$ cat config.mk
export PLATFORM = sky130hd
export DESIGN_NAME = srch_triplet
export DESIGN_NICKNAME = d
export VERILOG_FILES = /design/src/rtl/srch_pkg.sv /design/src/rtl/srch_ctrl.sv /design/src/rtl/srch_dp.sv /design/src/rtl/srch_triplet.sv
export SDC_FILE = /design/constraint.sdc
export NUM_CORES = 1
export LEC_CHECK = 0
export ABC_AREA = 1
export BUFFER_PORTS_ARGS = -buffer_cell sky130_fd_sc_hd__buf_2
export CORE_MARGIN = 2
export CORE_UTILIZATION = 45
export CTS_BUF_LIST = sky130_fd_sc_hd__clkbuf_8
export DETAILED_ROUTE_END_ITERATION = 8
export PLACE_DENSITY = 0.63
export SYNTH_ARGS = -nofsm -noshare
export SYNTH_HDL_FRONTEND = slang
export SYNTH_HIERARCHICAL = 1
export SYNTH_SLANG_ARGS = --single-unit
$ cat constraint.sdc
create_clock -name clk -period 1.6 [get_ports clk]
set_input_delay 0.08 -clock clk [delete_from_list [all_inputs] [get_ports clk]]
set_output_delay 0.08 -clock clk [all_outputs]
set_load 0.01 [all_outputs]
$ cat src/rtl/srch_pkg.sv
package srch_pkg;

  typedef enum logic [1:0] {
    PH_IDLE = 2'd0,
    PH_ID   = 2'd1,
    PH_CMP  = 2'd2,
    PH_WR   = 2'd3
  } phase_e;

  // strobes from the sequencer to the bit datapath
  typedef struct packed {
    logic accept;    // start accepted: latch requested direction
    logic capId;     // ID read acknowledged
    logic capCmp;    // complement read acknowledged
    logic finishOk;  // write acknowledged: publish packed code
    logic giveUp;    // no device or slot timeout: publish code 3
  } dpStrobe_t;

  localparam logic [2:0] CODE_NONE = 3'b011;

endpackage

$ cat src/rtl/srch_ctrl.sv
module srch_ctrl
  import srch_pkg::*;
#(
  parameter int TIMEOUT_CYC = 64
) (
  input  logic      clk,
  input  logic      rstN,
  input  logic      startReq,
  input  logic      slotAck,
  input  logic      bothOnes,
  output dpStrobe_t stb,
  output logic      slotGo,
  output logic      slotWrite,
  output logic      busy
);

  localparam int CNT_W = $clog2(TIMEOUT_CYC + 1);
  localparam logic [CNT_W-1:0] LAST_WAIT = CNT_W'(TIMEOUT_CYC - 1);

  phase_e           phase, phaseNext;
  logic             issued, issuedNext;
  logic [CNT_W-1:0] waitCnt, waitCntNext;
  logic             ackSeen, expire;

  assign ackSeen = issued & slotAck;
  assign expire  = issued & ~slotAck & (waitCnt == LAST_WAIT);

  assign busy      = (phase != PH_IDLE);
  assign slotGo    = busy & ~issued;
  assign slotWrite = (phase == PH_WR);

  always_comb begin
    stb          = '0;
    stb.accept   = (phase == PH_IDLE) & startReq;
    stb.capId    = ackSeen & (phase == PH_ID);
    stb.capCmp   = ackSeen & (phase == PH_CMP);
    stb.finishOk = ackSeen & (phase == PH_WR);
    stb.giveUp   = expire | (ackSeen & (phase == PH_CMP) & bothOnes);
  end

  always_comb begin
    phaseNext   = phase;
    issuedNext  = issued;
    waitCntNext = waitCnt;
    if (phase == PH_IDLE) begin
      if (startReq) begin
        phaseNext  = PH_ID;
        issuedNext = 1'b0;
      end
    end else if (!issued) begin
      issuedNext  = 1'b1;
      waitCntNext = '0;
    end else if (slotAck) begin
      issuedNext = 1'b0;
      unique case (phase)
        PH_ID:   phaseNext = PH_CMP;
        PH_CMP:  phaseNext = bothOnes ? PH_IDLE : PH_WR;
        PH_WR:   phaseNext = PH_IDLE;
        default: phaseNext = PH_IDLE;
      endcase
    end else if (expire) begin
      phaseNext  = PH_IDLE;
      issuedNext = 1'b0;
    end else begin
      waitCntNext = waitCnt + 1'b1;
    end
  end

  always_ff @(posedge clk or negedge rstN) begin
    if (!rstN) begin
      phase   <= PH_IDLE;
      issued  <= 1'b0;
      waitCnt <= '0;
    end else begin
      phase   <= phaseNext;
      issued  <= issuedNext;
      waitCnt <= waitCntNext;
    end
  end

endmodule

$ cat src/rtl/srch_dp.sv
module srch_dp
  import srch_pkg::*;
(
  input  logic       clk,
  input  logic       rstN,
  input  logic       dirReq,
  input  logic       slotRxBit,
  input  dpStrobe_t  stb,
  output logic       bothOnes,
  output logic       slotWrBit,
  output logic [2:0] resultCode,
  output logic       done
);

  logic idBit, cmpBit, dirBit;

  // the complement bit arrives now; the ID bit was captured earlier
  assign bothOnes  = idBit & slotRxBit;
  assign slotWrBit = dirBit;

  always_ff @(posedge clk or negedge rstN) begin
    if (!rstN) begin
      idBit  <= 1'b0;
      cmpBit <= 1'b0;
      dirBit <= 1'b0;
    end else begin
      if (stb.accept) dirBit <= dirReq;
      if (stb.capId)  idBit  <= slotRxBit;
      if (stb.capCmp) begin
        cmpBit <= slotRxBit;
        // a single responding polarity forces the branch
        if (idBit ^ slotRxBit) dirBit <= idBit;
      end
    end
  end

  always_ff @(posedge clk or negedge rstN) begin
    if (!rstN) begin
      resultCode <= 3'b000;
      done       <= 1'b0;
    end else begin
      done <= stb.finishOk | stb.giveUp;
      if (stb.giveUp)        resultCode <= CODE_NONE;
      else if (stb.finishOk) resultCode <= {dirBit, cmpBit, idBit};
    end
  end

endmodule

$ cat src/rtl/srch_triplet.sv
module srch_triplet
  import srch_pkg::*;
#(
  parameter int TIMEOUT_CYC = 64
) (
  input  logic       clk,
  input  logic       rstN,
  input  logic       startReq,
  input  logic       dirReq,
  output logic       slotGo,
  output logic       slotWrite,
  output logic       slotWrBit,
  input  logic       slotAck,
  input  logic       slotRxBit,
  output logic       busy,
  output logic       done,
  output logic [2:0] resultCode
);

  dpStrobe_t stb;
  logic      bothOnes;

  srch_ctrl #(.TIMEOUT_CYC(TIMEOUT_CYC)) u_ctrl (
    .clk       (clk),
    .rstN      (rstN),
    .startReq  (startReq),
    .slotAck   (slotAck),
    .bothOnes  (bothOnes),
    .stb       (stb),
    .slotGo    (slotGo),
    .slotWrite (slotWrite),
    .busy      (busy)
  );

  srch_dp u_dp (
    .clk        (clk),
    .rstN       (rstN),
    .dirReq     (dirReq),
    .slotRxBit  (slotRxBit),
    .stb        (stb),
    .bothOnes   (bothOnes),
    .slotWrBit  (slotWrBit),
    .resultCode (resultCode),
    .done       (done)
  );

endmodule

* After elaboration in Yosys (flattened, before gate mapping)
Index checks and enable logic that the tools add are counted.
** Storage, ports and cells
- Input bits :: 6
- Output and inout bits :: 8
- Flip-flop bits (word level) :: 17
- Logic and storage cells :: 59
** Cells by class
- Reductions and logical operators :: 7
- Equality and inequality tests :: 7
- Add/subtract/negate cells :: 1
- Bitwise logic cells :: 16
- Multiplexer cells :: 20
** Operators with widths (number)
- 2-to-1 mux 7 bit :: 3
- 2-to-1 mux 2 bit :: 6
- bitwise AND 1 bit :: 10
- 2-to-1 mux 1 bit :: 8
- adder 7 x 1 -> 7 bit, second input constant :: 1
- == test 7 x 6 -> 1 bit, second input constant :: 1
- 2-to-1 mux 3 bit :: 2
- != test 2 bit, second input constant :: 3
- AND reduction 3 bit :: 2
- nonzero test 2 bit :: 3
- == test 2 bit, second input constant :: 2
- one-hot mux 2 bit (2 select lines) :: 1
- inverter 1 bit :: 3
- nonzero test 3 bit :: 1
- == test 2 x 1 -> 1 bit, second input constant :: 1
- logical NOT 2 bit :: 1
- OR 1 bit :: 2
- bitwise XOR 1 bit :: 1

* Logic depth before layout (Yosys ltp)
- Depth after elaboration :: 7
- Gate-level depth with buffers :: 9
- Gate-level depth less buffers :: 9

* Hierarchy
The synthesis kept the hierarchy.
** By module, submodules not included
- srch_ctrl :: area each 701.9 um^2, cells each 96, times used 1, seq. area each 250.2 um^2
- srch_dp :: area each 297.8 um^2, cells each 33, times used 1, seq. area each 175.2 um^2

* Least setup slack after synthesis
OpenSTA, ideal clock, no wires.
- Kind :: reg-to-reg
- Start :: register u_ctrl.phase[0]
- End :: register u_ctrl.waitCnt[5]
- Slack :: 223 ps
- Library setup time :: 127 ps
- Path buffers :: 1
- Required time :: 1473 ps
- Stages on the path, launching flop included :: 8
- Arrival time :: 1250 ps
- Period minus slack after synthesis :: 1377 ps
- Cell sequence :: dfrtp_1 > inv_1 > ha_1 > inv_1 > nand3_4 > buf_6 > nand2_1 > o21ai_0
** Between the ends
- Word-level cells in the longest chain between the ends :: 3
** Ends and longest elaborated chain
- from (decl) :: line srch_ctrl.sv:20 : phase_e phase, phaseNext;
- from (signal assigned) :: line srch_ctrl.sv:75 : phase <= phaseNext;
- logical NOT 2 bit :: line srch_ctrl.sv:45 : if (phase == PH_IDLE) begin
- inverter 1 bit (no source line)
- AND reduction 3 bit (no source line)
- to (signal assigned) :: line srch_ctrl.sv:77 : waitCnt <= waitCntNext;
- to (decl) :: line srch_ctrl.sv:22 : logic [CNT_W-1:0] waitCnt, waitCntNext;
Every way passes these cells.
A chain may end at the register's enable or synchronous reset.

* Worst setup path after layout
- Start :: register u_ctrl.phase[0]
- End :: output busy
** Between the ends
- Word-level cells in the longest chain between the ends :: 1
** Ends and longest elaborated chain
- nonzero test 2 bit :: line srch_ctrl.sv:28 : assign busy = (phase != PH_IDLE);
- to (decl) :: line srch_triplet.sv:15 : output logic busy,
Every way passes these cells.

==> metrics.txt <==
outcome=complete, no violations; Residual DRC=0; Total GRT Usage=0.177; Area after DPL=1090 sq um; Storage cell area=425 sq um; min-delay src=slotRxBit; CP Capture Type=output port; post-synth top area cell=dfrtp_1; Seq/Total Area, Yosys=0.426; Clk pwr share=0.186; unrepaired setup endpoints after global routing=no; total congestion overflow=0; Initial Util=0.465; ranking of synthesized cells by area=dfrtp_1 43%, nand2_1 15%, ha_1 7.5%; Synth cell types=19; die height=51.1 microns; CTS tree=yes; DP Wirelength=1400 microns; f_max=0.710 GHz; vias in the first global route=825; flops & latches, synth=17; filler instances=220; Post-synth top cells=39 x nand2_1, 18 x inv_1, 17 x dfrtp_1; count leader, synth=nand2_1; Mapped Cells=129; Flop pwr share=0.390; Tcrit/Tclk final=0.881; kind of critical path=flip-flop to output port; Top-Level Pins=14; area grow syn2layout=14.9%; first-pass GRT wire length=3490 microns; crit path launch=u_ctrl/phase[0]$_DFFE_PN0P_; Switching Share=0.412; largest net degree at the start of global routing=18; WP data arrival=1.33 ns; Antenna Nets Post-Route=0; Hold Path Class=primary input to flip-flop; H-tree depth reported by CTS=1; Hold Vio Cnt, Final=0; final net count=160; CTS Buf Count=3; Max-slew headroom=0.743; combinational power share=0.424; Post-synth ARST share=1.00; Root Driver=clkbuf_8; gpl congestion=0.742; Iter 0 DRT Violations=17; Pins Over Slew Limit=0; Least-Margin Pin Slew=0.385 ns; Syn Nets=141; WL final=1800 microns; worst-path fanout max=6; max_cap viols=0; RR Startpoint=u_ctrl/phase[0]$_DFFE_PN0P_; Max clock buf depth=2; Pint=1.02 mW; vias=817; crit start category=flip-flop; syn_area_per_cell=7.75 sq um; Finished Layout Cells=175; Rows=17; Buffers on Ports=13; pwr/cell area=1510 nW/um^2; EDFF count, synth=0; setup_tns=0 ns; Finish-stage setup viols=0; die area=2610 sq um; core area=2150 sq um; Final Instance Area=1150 sq um; Pre-antenna DRT Iters=4; cell area after synthesis=1000 sq um; peak supply drop=0.778 mV; initial antenna violation count=0; CP required=1.52 ns; WL/cell=10.3 microns; Tmin final=1.41 ns; Post-Route Skew=0.00468 ns; Top FF cell, synth=dfrtp_1; chip width=51.1 microns; combined area of the multi-input logic cells=484 sq um; dpl cells=170; post-synth top area share=0.426; layout cells sized above 1=0.190; Skew-Pair Late Insertion Delay=0.25 ns; switching power=0.716 mW; CTS clk-pin slew, worst paths=0.07 ns; TritonCTS Sinks=17; Synth Warn #=6; routed vias/inst=4.67; Pleak=0.612 nW; ant diodes=0
-- logic make-up (layout without fill, tap and decap cells) --
logic type	Yosys count	after routing	share of synthesized area
AND/OR/NAND/NOR	73	73	0.330
buffers and inverters	20	38	0.0901
flip-flops	17	17	0.426
AO/OA/AOI/OAI	11	11	0.0613
adder cells (fa/ha/maj)	6	6	0.0751
XOR/XNOR	2	2	0.0175
-- stage by stage --
step	util	power, mW	hold WS, ns	setup slack [ns]
CTS	0.535	1.76	0.0680	0.102
detailed placement	0.508	1.43	0.0313	0.140
global route	0.535	1.93	0.0909	0.0471
floorplan	-	1.24	-0.216	0.223
global placement	0.508	1.41	0.0281	0.170
finish	0.535	1.74	0.0780	0.191
-- power by group through the flow --
stage,logic (mW),clock network [mW],registers (mW)
3_3_place_gp,0.729,0,0.679
4_1_cts,0.747,0.335,0.681
3_5_place_dp,0.744,0,0.687
2_1_floorplan,0.570,0,0.674
6_report,0.737,0.322,0.677
5_1_grt,0.875,0.354,0.702
-- layer usage --
metal  up-vias  global-route usage  wire, microns
li1        435                   -              -
met1       369               0.249            930
met2        11               0.273            802
met4         0              0.0721              9
met5         -                   0              0
met3         2              0.0263             60
-- path summary, 6_finish.rpt --
kind | endpoint | slack (ns) | cells past startpoint
setup / recovery | busy | 0.19 | 4
hold / removal | u_dp/cmpBit$_DFFE_PN0P_ | 0.08 | 3
setup reg to reg | u_ctrl/phase[0]$_DFFE_PN0P_ | 0.20 | 7
hold reg to reg | u_dp/resultCode[1]$_DFFE_PN0P_ | 0.52 | 2
max in group asynchronous | u_ctrl/waitCnt[0]$_DFFE_PN0P_ | 1.04 | 2
min in group asynchronous | u_ctrl/waitCnt[5]$_DFFE_PN0P_ | 0.28 | 2
-- area by class of cell --
class / instances / area share
Inverter: 18 / 0.0588
Clock inverter: 1 / 0.00436
Multi-Input combinational cell: 92 / 0.422
Sequential cell: 17 / 0.370
Timing Repair Buffer: 16 / 0.0784
Clock buffer: 3 / 0.0359
Tap cell: 28 / 0.0305
-- sequential cells by signal, summed over array words and instances, names as in the netlist --
name and flops:
u_dp/idBit 1, u_ctrl/issued 1, u_dp/cmpBit 1, u_dp/done 1, u_ctrl/waitCnt 7, u_dp/slotWrBit 1, u_dp/resultCode 3, u_ctrl/phase 2
-- cells in the final DEF (no fill, tap or decap), types with 3 or more instances in the layout --
master    instances
ha_1              6
nor2_1           16
dfrtp_1          17
o21ai_0           8
nand3_1           9
clkbuf_8          3
inv_1            17
buf_2            13
nand2_1          39
-- critical path: stages (launching register included) --
cell and delay (ns):
dfrtp_1 0.41, inv_1 0.09, ha_1 0.28, inv_2 0.15
buf_2 0.15
-- timing repair --
action | CTS | global route
gates resized for setup | 0 | 1
setup buffers | 0 | 0
hold endpoints to repair | 17 | 0
setup endpoints to repair | 0 | 5
hold buffers | 1 | 0
Power figures use the tool's default switching activity.
